### src/rtl/sds_pkg.sv
package sds_pkg;
  localparam int DEV_IDX_W = 5;
  localparam int NIB_W     = 4;

  typedef enum logic [2:0] {
    ST_IDLE,
    ST_COPY_RD,
    ST_COPY_WAIT,
    ST_COPY_WR,
    ST_REMAP_DONE,
    ST_SECOND_FAIL
  } sds_state_e;
endpackage

### src/rtl/sds_pend_buf.sv
module sds_pend_buf #(
  parameter int W = 8
) (
  input  logic         clk,
  input  logic         rst_n,
  input  logic         in_valid,
  output logic         in_ready,
  input  logic [W-1:0] in_data,
  output logic         out_valid,
  input  logic         out_pop,
  output logic [W-1:0] out_data
);
  logic         full_q;
  logic [W-1:0] data_q;

  assign in_ready  = !full_q;
  assign out_valid = full_q;
  assign out_data  = data_q;

  always_ff @(posedge clk or negedge rst_n) begin
    if (!rst_n) begin
      full_q <= 1'b0;
      data_q <= '0;
    end else if (in_valid && !full_q) begin
      full_q <= 1'b1;
      data_q <= in_data;
    end else if (out_pop) begin
      full_q <= 1'b0;
    end
  end
endmodule

### src/rtl/sds_remap_tbl.sv
module sds_remap_tbl #(
  parameter int NUM_RANKS = 8,
  parameter int RANK_W    = 3
) (
  input  logic                                      clk,
  input  logic                                      rst_n,
  input  logic                                      set_en,
  input  logic [RANK_W-1:0]                         set_rank,
  input  logic [sds_pkg::DEV_IDX_W-1:0]             set_dev,
  output logic [NUM_RANKS-1:0]                      valid_o,
  output logic [NUM_RANKS*sds_pkg::DEV_IDX_W-1:0]   dev_o
);
  localparam int DW = sds_pkg::DEV_IDX_W;

  for (genvar r = 0; r < NUM_RANKS; r++) begin : g_rank
    logic          v_q;
    logic [DW-1:0] d_q;

    always_ff @(posedge clk or negedge rst_n) begin
      if (!rst_n) begin
        v_q <= 1'b0;
        d_q <= '0;
      end else if (set_en && (set_rank == RANK_W'(r)) && !v_q) begin
        v_q <= 1'b1;
        d_q <= set_dev;
      end
    end

    assign valid_o[r]          = v_q;
    assign dev_o[r*DW +: DW]   = d_q;
  end
endmodule

### src/rtl/sds_copy_seq.sv
module sds_copy_seq
  import sds_pkg::*;
#(
  parameter int NUM_RANKS = 8,
  parameter int NUM_DEV   = 18,
  parameter int LINE_W    = 6,
  parameter int RANK_W    = 3,
  parameter int DATA_W    = 72
) (
  input  logic                  clk,
  input  logic                  rst_n,
  input  logic                  active_i,
  input  logic [LINE_W:0]       rank_lines_i,
  input  logic                  pend_valid_i,
  input  logic [RANK_W-1:0]     pend_rank_i,
  input  logic [DEV_IDX_W-1:0]  pend_dev_i,
  output logic                  pend_pop_o,
  input  logic [NUM_RANKS-1:0]  spared_i,
  output logic                  busy_o,
  output logic                  rd_req_valid_o,
  input  logic                  rd_req_ready_i,
  output logic [RANK_W-1:0]     rd_req_rank_o,
  output logic [LINE_W-1:0]     rd_req_line_o,
  input  logic                  rd_rsp_valid_i,
  output logic                  rd_rsp_ready_o,
  input  logic [DATA_W-1:0]     rd_rsp_data_i,
  output logic                  wr_req_valid_o,
  input  logic                  wr_req_ready_i,
  output logic [RANK_W-1:0]     wr_req_rank_o,
  output logic [LINE_W-1:0]     wr_req_line_o,
  output logic [NIB_W-1:0]      wr_req_nibble_o,
  output logic                  remap_set_o,
  output logic [RANK_W-1:0]     remap_rank_o,
  output logic [DEV_IDX_W-1:0]  remap_dev_o,
  output logic                  recovery_req_o,
  output logic                  second_seen_o,
  output logic [RANK_W-1:0]     second_rank_o,
  output logic [DEV_IDX_W-1:0]  second_dev_o
);
  localparam int SPARE_IDX = NUM_DEV - 1;
  localparam int SEL_W     = DEV_IDX_W + 2;

  sds_state_e           state_q;
  logic [RANK_W-1:0]    rank_q;
  logic [DEV_IDX_W-1:0] dev_q;
  logic [LINE_W-1:0]    line_q;
  logic [LINE_W:0]      lines_q;
  logic [NIB_W-1:0]     nib_q;
  logic                 sec_seen_q;
  logic [RANK_W-1:0]    sec_rank_q;
  logic [DEV_IDX_W-1:0] sec_dev_q;

  logic            dev_ok, rank_ok, rank_spared, take_ok, last_line;
  logic [SEL_W-1:0] nib_sel;

  assign dev_ok      = pend_dev_i < DEV_IDX_W'(SPARE_IDX);
  assign rank_ok     = {1'b0, pend_rank_i} < (RANK_W+1)'(NUM_RANKS);
  assign rank_spared = rank_ok && spared_i[pend_rank_i];
  assign take_ok     = active_i && dev_ok && rank_ok;
  assign last_line   = ({1'b0, line_q} + (LINE_W+1)'(1)) == lines_q;
  assign nib_sel     = {dev_q, 2'b00};

  always_ff @(posedge clk or negedge rst_n) begin
    if (!rst_n) begin
      state_q    <= ST_IDLE;
      rank_q     <= '0;
      dev_q      <= '0;
      line_q     <= '0;
      lines_q    <= '0;
      nib_q      <= '0;
      sec_seen_q <= 1'b0;
      sec_rank_q <= '0;
      sec_dev_q  <= '0;
    end else begin
      case (state_q)
        ST_IDLE: begin
          if (pend_valid_i && take_ok) begin
            rank_q  <= pend_rank_i;
            dev_q   <= pend_dev_i;
            line_q  <= '0;
            lines_q <= rank_lines_i;
            if (rank_spared) begin
              sec_seen_q <= 1'b1;
              sec_rank_q <= pend_rank_i;
              sec_dev_q  <= pend_dev_i;
              state_q    <= ST_SECOND_FAIL;
            end else if (rank_lines_i == '0) begin
              state_q <= ST_REMAP_DONE;
            end else begin
              state_q <= ST_COPY_RD;
            end
          end
        end
        ST_COPY_RD: begin
          if (rd_req_ready_i) state_q <= ST_COPY_WAIT;
        end
        ST_COPY_WAIT: begin
          if (rd_rsp_valid_i) begin
            nib_q   <= rd_rsp_data_i[nib_sel +: NIB_W];
            state_q <= ST_COPY_WR;
          end
        end
        ST_COPY_WR: begin
          if (wr_req_ready_i) begin
            if (last_line) begin
              state_q <= ST_REMAP_DONE;
            end else begin
              line_q  <= line_q + LINE_W'(1);
              state_q <= ST_COPY_RD;
            end
          end
        end
        ST_REMAP_DONE:  state_q <= ST_IDLE;
        ST_SECOND_FAIL: state_q <= ST_IDLE;
        default:        state_q <= ST_IDLE;
      endcase
    end
  end

  assign pend_pop_o      = (state_q == ST_IDLE) && pend_valid_i;
  assign busy_o          = (state_q != ST_IDLE);
  assign rd_req_valid_o  = (state_q == ST_COPY_RD);
  assign rd_req_rank_o   = rank_q;
  assign rd_req_line_o   = line_q;
  assign rd_rsp_ready_o  = (state_q == ST_COPY_WAIT);
  assign wr_req_valid_o  = (state_q == ST_COPY_WR);
  assign wr_req_rank_o   = rank_q;
  assign wr_req_line_o   = line_q;
  assign wr_req_nibble_o = nib_q;
  assign remap_set_o     = (state_q == ST_REMAP_DONE);
  assign remap_rank_o    = rank_q;
  assign remap_dev_o     = dev_q;
  assign recovery_req_o  = (state_q == ST_SECOND_FAIL);
  assign second_seen_o   = sec_seen_q;
  assign second_rank_o   = sec_rank_q;
  assign second_dev_o    = sec_dev_q;
endmodule

### src/rtl/sds_top.sv
module sds_top #(
  parameter int NUM_RANKS = 8,
  parameter int NUM_DEV   = 18,
  parameter int LINE_W    = 6,
  parameter int RANK_W    = $clog2(NUM_RANKS),
  parameter int DATA_W    = NUM_DEV * sds_pkg::NIB_W
) (
  input  logic                                    clk,
  input  logic                                    rst_n,
  input  logic                                    cfg_sparing_en,
  input  logic                                    cfg_all_x4,
  input  logic                                    cfg_mirror_master,
  input  logic [LINE_W:0]                         cfg_rank_lines,
  output logic                                    sparing_active,
  output logic                                    ecc_nibble_mode,
  input  logic                                    ecc_multi_err,
  output logic                                    ecc_uncorr,
  output logic                                    ecc_fixable,
  input  logic                                    fail_valid,
  output logic                                    fail_ready,
  input  logic [RANK_W-1:0]                       fail_rank,
  input  logic [sds_pkg::DEV_IDX_W-1:0]           fail_dev,
  output logic                                    busy,
  output logic                                    rd_req_valid,
  input  logic                                    rd_req_ready,
  output logic [RANK_W-1:0]                       rd_req_rank,
  output logic [LINE_W-1:0]                       rd_req_line,
  input  logic                                    rd_rsp_valid,
  output logic                                    rd_rsp_ready,
  input  logic [DATA_W-1:0]                       rd_rsp_data,
  output logic                                    wr_req_valid,
  input  logic                                    wr_req_ready,
  output logic [RANK_W-1:0]                       wr_req_rank,
  output logic [LINE_W-1:0]                       wr_req_line,
  output logic [sds_pkg::NIB_W-1:0]               wr_req_nibble,
  output logic [NUM_RANKS-1:0]                    remap_valid,
  output logic [NUM_RANKS*sds_pkg::DEV_IDX_W-1:0] remap_dev,
  output logic                                    recovery_req,
  output logic                                    second_seen,
  output logic [RANK_W-1:0]                       second_rank,
  output logic [sds_pkg::DEV_IDX_W-1:0]           second_dev
);
  localparam int DW  = sds_pkg::DEV_IDX_W;
  localparam int RPW = RANK_W + DW;

  logic            active;
  logic            pend_valid, pend_pop;
  logic [RPW-1:0]  pend_data;
  logic            remap_set;
  logic [RANK_W-1:0] remap_set_rank;
  logic [DW-1:0]   remap_set_dev;

  assign active          = cfg_sparing_en && cfg_all_x4 && !cfg_mirror_master;
  assign sparing_active  = active;
  assign ecc_nibble_mode = active;
  assign ecc_uncorr      = ecc_multi_err && active;
  assign ecc_fixable     = ecc_multi_err && !active;

  sds_pend_buf #(.W(RPW)) u_pend (
    .clk      (clk),
    .rst_n    (rst_n),
    .in_valid (fail_valid),
    .in_ready (fail_ready),
    .in_data  ({fail_rank, fail_dev}),
    .out_valid(pend_valid),
    .out_pop  (pend_pop),
    .out_data (pend_data)
  );

  sds_copy_seq #(
    .NUM_RANKS(NUM_RANKS), .NUM_DEV(NUM_DEV), .LINE_W(LINE_W),
    .RANK_W(RANK_W), .DATA_W(DATA_W)
  ) u_seq (
    .clk            (clk),
    .rst_n          (rst_n),
    .active_i       (active),
    .rank_lines_i   (cfg_rank_lines),
    .pend_valid_i   (pend_valid),
    .pend_rank_i    (pend_data[RPW-1:DW]),
    .pend_dev_i     (pend_data[DW-1:0]),
    .pend_pop_o     (pend_pop),
    .spared_i       (remap_valid),
    .busy_o         (busy),
    .rd_req_valid_o (rd_req_valid),
    .rd_req_ready_i (rd_req_ready),
    .rd_req_rank_o  (rd_req_rank),
    .rd_req_line_o  (rd_req_line),
    .rd_rsp_valid_i (rd_rsp_valid),
    .rd_rsp_ready_o (rd_rsp_ready),
    .rd_rsp_data_i  (rd_rsp_data),
    .wr_req_valid_o (wr_req_valid),
    .wr_req_ready_i (wr_req_ready),
    .wr_req_rank_o  (wr_req_rank),
    .wr_req_line_o  (wr_req_line),
    .wr_req_nibble_o(wr_req_nibble),
    .remap_set_o    (remap_set),
    .remap_rank_o   (remap_set_rank),
    .remap_dev_o    (remap_set_dev),
    .recovery_req_o (recovery_req),
    .second_seen_o  (second_seen),
    .second_rank_o  (second_rank),
    .second_dev_o   (second_dev)
  );

  sds_remap_tbl #(.NUM_RANKS(NUM_RANKS), .RANK_W(RANK_W)) u_remap (
    .clk     (clk),
    .rst_n   (rst_n),
    .set_en  (remap_set),
    .set_rank(remap_set_rank),
    .set_dev (remap_set_dev),
    .valid_o (remap_valid),
    .dev_o   (remap_dev)
  );
endmodule

### config.mk
export PLATFORM = sky130hd
export DESIGN_NAME = sds_top
export DESIGN_NICKNAME = d
export VERILOG_FILES = /design/src/rtl/sds_pkg.sv /design/src/rtl/sds_pend_buf.sv /design/src/rtl/sds_remap_tbl.sv /design/src/rtl/sds_copy_seq.sv /design/src/rtl/sds_top.sv
export SDC_FILE = /design/constraint.sdc
export NUM_CORES = 1
export LEC_CHECK = 0
export ABC_AREA = 0
export BUFFER_PORTS_ARGS = -buffer_cell sky130_fd_sc_hd__buf_2
export CORE_ASPECT_RATIO = 0.9
export CORE_MARGIN = 4
export CORE_UTILIZATION = 40
export DETAILED_ROUTE_END_ITERATION = 10
export PLACE_DENSITY = 0.68
export SLEW_MARGIN = 40
export SYNTH_ARGS = -nofsm -noshare
export SYNTH_HDL_FRONTEND = slang
export SYNTH_SLANG_ARGS = --single-unit
export TNS_END_PERCENT = 100
### constraint.sdc
create_clock -name clk -period 4.1 [get_ports clk]
set_input_delay 0.82 -clock clk [delete_from_list [all_inputs] [get_ports clk]]
set_output_delay 0.82 -clock clk [all_outputs]
set_load 0.005 [all_outputs]
==> impl_metrics.xml <==
<?xml version="1.0" encoding="UTF-8"?>
<metrics>
  <group name="logic_synthesis">
    <metric name="yosys_register_bits" unit="">94</metric>
    <metric name="synth_seq_area_share" unit="">0.4923</metric>
    <metric name="ys.flop_type" unit="">sky130_fd_sc_hd__dfrtp_1</metric>
    <metric name="postSynthCellCount" unit="">387</metric>
    <metric name="number_of_nets_produced_by_synthesis" unit="">485</metric>
    <metric name="post_synth.cell_area_avg" unit="um^2">12.35</metric>
    <metric name="yosysUniqueCellTypes" unit="">50</metric>
    <metric name="ys_async_sr_fraction" unit="">1.000</metric>
    <metric name="synth.cell_area" unit="mm^2">0.004778</metric>
    <metric name="yosys_warnings" unit="">0</metric>
    <metric name="synth_enable_flop_cells" unit="">0</metric>
  </group>
  <group name="power">
    <metric name="peakVddDrop" unit="mV">0.2515</metric>
    <metric name="power_density_over_cell_area" unit="mW/mm^2">569.1</metric>
    <metric name="power_leakage" unit="nW">3.104</metric>
    <metric name="switching_power" unit="mW">1.247</metric>
    <metric name="power_frac_seq" unit="">0.436</metric>
    <metric name="switching_share" unit="">0.3646</metric>
    <metric name="part_of_the_power_in_the_clock_network" unit="">0.241</metric>
    <metric name="share_comb_of_total_power" unit="">0.323</metric>
    <metric name="cell_internal_pwr" unit="mW">2.173</metric>
  </group>
  <group name="clocking">
    <metric name="cts.sink_count" unit="">94</metric>
    <metric name="clk_root_buffer_cell" unit="">sky130_fd_sc_hd__clkbuf_16</metric>
    <metric name="postCtsHoldBufs" unit="">0</metric>
    <metric name="clock_path_buffers" unit="">2</metric>
    <metric name="cts-buffers-inserted" unit="">9</metric>
    <metric name="clock_tree_from_tritoncts" unit="">built</metric>
    <metric name="cts_resized" unit="">0</metric>
    <metric name="insertion_delay" unit="ns">0.35</metric>
    <metric name="cts.reportedPaths.clkPinSlew" unit="ns">0.07</metric>
    <metric name="cts.repair_timing.setup_buffer_count" unit="">0</metric>
    <metric name="cts-htree-levels" unit="">3</metric>
  </group>
  <group name="sta">
    <metric name="fin_tns_setup" unit="ns">0</metric>
    <metric name="worst-slew-pin-transition" unit="ns">0.7798</metric>
    <metric name="fin_crit_sh" unit="">0.6044</metric>
    <metric name="finalMaxSlewViolations" unit="">0</metric>
    <metric name="setup_viol" unit="">0</metric>
    <metric name="skew" unit="ns">0.01170</metric>
    <metric name="max_freq" unit="MHz">403.6</metric>
    <metric name="worst_slew_margin_rel" unit="">0.4761</metric>
    <metric name="number_of_hold_slack_violations_in_the_final_timing_report" unit="">0</metric>
    <metric name="rsz0062_at_grt" unit="">false</metric>
    <metric name="shortest_period_the_worst_path_allows" unit="ns">2.478</metric>
    <metric name="finalWorstSetupSlack" unit="ns">1.622</metric>
  </group>
  <group name="floorplanning">
    <metric name="ios" unit="">186</metric>
    <metric name="starting_density_of_the_core" unit="">0.4129</metric>
    <metric name="die_y" unit="um">111.7</metric>
    <metric name="row_count" unit="">37</metric>
    <metric name="coreArea" unit="mm^2">0.01157</metric>
    <metric name="die-width" unit="um">123.2</metric>
    <metric name="design.die.area" unit="mm^2">0.01376</metric>
  </group>
  <group name="grt">
    <metric name="first_pass_grt_wire_length" unit="um">19680</metric>
    <metric name="via_count_of_the_first_global_routing_pass" unit="">3906</metric>
    <metric name="antenna_found_initial" unit="">0</metric>
    <metric name="grt_overflow" unit="">0</metric>
    <metric name="groute.usage.overall" unit="">0.1814</metric>
    <metric name="grt_start_max_net_pins" unit="">71</metric>
  </group>
  <group name="layout">
    <metric name="area_growth_syn_to_layout" unit="%">25.74</metric>
    <metric name="final_cell_mix" unit="">sky130_fd_sc_hd__buf_2 (184), sky130_fd_sc_hd__dfrtp_1 (92), sky130_fd_sc_hd__mux2_2 (74), sky130_fd_sc_hd__nand2_1 (22)</metric>
    <metric name="diodes" unit="">0</metric>
    <metric name="nFillCells" unit="">1056</metric>
    <metric name="final_nets" unit="">644</metric>
    <metric name="share_of_cells_above_drive_strength_1" unit="">0.5590</metric>
    <metric name="final_common_cell" unit="">sky130_fd_sc_hd__buf_2</metric>
  </group>
  <group name="critical_path">
    <metric name="timing.setup.critical_path_class" unit="">reg2out</metric>
    <metric name="critPathLaunchType" unit="">flop</metric>
    <metric name="worstSetupEndpointType" unit="">output pin</metric>
    <metric name="cp.arrival" unit="ns">1.66</metric>
    <metric name="largest_fanout_on_the_critical_path" unit="">15</metric>
    <metric name="worst-endpoint-required" unit="ns">3.28</metric>
  </group>
  <group name="place">
    <metric name="finalWeightedCongestion" unit="">0.8472</metric>
    <metric name="io_buffers" unit="">185</metric>
    <metric name="detailedPlacementHpwl" unit="um">9287</metric>
    <metric name="post-place-ws" unit="ns">1.560</metric>
  </group>
  <group name="min_path">
    <metric name="hold_path_class" unit="">in2async</metric>
  </group>
  <group name="detailed_routing">
    <metric name="tritonroute_pass_1_iters" unit="">4</metric>
    <metric name="vias" unit="">3636</metric>
    <metric name="ant_nets" unit="">0</metric>
    <metric name="routedWlPerCell" unit="um">17.28</metric>
    <metric name="detail_route.vias_per_cell" unit="">5.143</metric>
    <metric name="route.final.wire_length" unit="um">12220</metric>
    <metric name="detailed_route_iter0_violations" unit="">162</metric>
    <metric name="detail_route.drc_violations" unit="">0</metric>
  </group>
  <group name="run">
    <metric name="max_cap_check_violation_count" unit="">0</metric>
  </group>
  <group name="status">
    <metric name="run_status" unit="">finished clean</metric>
  </group>
</metrics>
[kinds of logic after synthesis]
family	Yosys count	synth area share
adders and majority gates	1	0.002618
muxes	93	0.2561
xor gates and xnor gates	9	0.01650
AOI/OAI and AO/OA	52	0.07647
DFF	94	0.4923
buffers and inverters	47	0.05289
and+or+nand+nor	91	0.1032
[critical path, cell delays in order (launching register included)]
cell and delay, ns:
sky130_fd_sc_hd__dfrtp_1 0.61, sky130_fd_sc_hd__inv_1 0.11, sky130_fd_sc_hd__nor2_1 0.40, sky130_fd_sc_hd__buf_2 0.21
[flip-flops by register name (all words and copies together), names as in the netlist]
signal                 cells
u_pend.out_data            8
u_remap.g_rank.v_q         8
u_seq.rd_req_rank_o        3
u_seq.second_rank_o        3
u_seq.rd_req_line_o        6
u_remap.g_rank.d_q        40
u_seq.remap_dev_o          5
u_pend.out_valid           1
u_seq.wr_req_nibble_o      4
u_seq.state_q              3
u_seq.lines_q              7
u_seq.second_seen_o        1
u_seq.second_dev_o         5
[area by class of cell]
| cell class | instances | area [um^2] | area share |
|---|---|---|---|
| Clock inverter | 7 | 75.07 | 0.01249 |
| Clock buffer | 9 | 225.2 | 0.03748 |
| Timing Repair Buffer | 187 | 947.2 | 0.1576 |
| Sequential cell | 94 | 2357 | 0.3923 |
| Multi-Input combinational cell | 246 | 2178 | 0.3626 |
| Inverter | 8 | 30.03 | 0.004998 |
| Tap cell | 156 | 195.2 | 0.03249 |
[through the flow]
step	utilization	hold slack, ns	cell area (um^2)	total power, mW	instances
finish	0.5191	0.4620	6008	3.419	707
floorplan	-	0.4650	4778	2.249	387
CTS	0.5185	0.4834	6001	3.468	707
detailed placement	0.4925	0.4655	5700	2.637	691
global placement	0.4921	0.4493	5695	2.602	691
global route	0.5191	0.4967	6008	3.653	707
[final timing paths]
| path | startpoint | endpoint | slack, ns | depth (start not counted) |
|---|---|---|---|---|
| max in group asynchronous | rst_n | u_remap.g_rank[6].d_q[1] | 2.84 | 2 |
| hold / removal | rst_n | u_seq.rd_req_line_o[2] | 0.46 | 1 |
| setup reg to reg | u_seq.rd_req_line_o[0] | u_seq.rd_req_line_o[5] | 1.70 | 6 |
| min in group clk | u_seq.second_seen_o | u_seq.second_seen_o | 0.47 | 1 |
| hold reg to reg | u_seq.second_seen_o | u_seq.second_seen_o | 0.47 | 1 |
| setup / recovery | u_seq.state_q[0] | wr_req_valid | 1.62 | 3 |
[layer usage]
layer / up-vias / track usage / part of all wire
li1: 1712 / - / -
met1: 1792 / 0.2253 / 0.43
met2: 114 / 0.2957 / 0.49
met3: 18 / 0.06348 / 0.076
met4: 0 / 0.05756 / 0.013
met5: - / 0 / 0
[synthesized netlist by cell type, drive strengths merged, types with 2 or more instances]
cell     count  area (um^2)
nand2b       9        56.30
nand3        5        30.03
or3b         3        26.28
and3         5        32.53
a311oi       2        17.52
xnor2        6        52.55
dfrtp       94         2352
or3          2        17.52
or2          3        18.77
inv          8        30.03
nor4         2        12.51
clkbuf      14        53.80
a211oi      11        82.58
a2111oi      2        36.29
o21a         2        16.27
buf         25        168.9
mux2i        3        30.03
nand2       22        82.58
mux4        16        360.4
nor3b        2        15.01
o21ai        8        40.04
mux2        74        833.3
nor3         7        35.03
xor2         3        26.28
nor2        17        63.81
nand3b       3        22.52
a21oi       17        85.08
nor2b        4        25.02
and2         2        12.51
or4          2        15.01
a22o         4        36.29
[power groups by stage]
| stage | Combinational (mW) | Sequential, mW | Clock, mW |
|---|---|---|---|
| floorplan | 0.966 | 1.28 | 0 |
| global placement | 1.10 | 1.50 | 0 |
| detailed placement | 1.12 | 1.52 | 0 |
| CTS | 1.12 | 1.50 | 0.848 |
| global route | 1.21 | 1.55 | 0.890 |
| finish | 1.10 | 1.49 | 0.824 |
(Power assumes the default switching activity.)
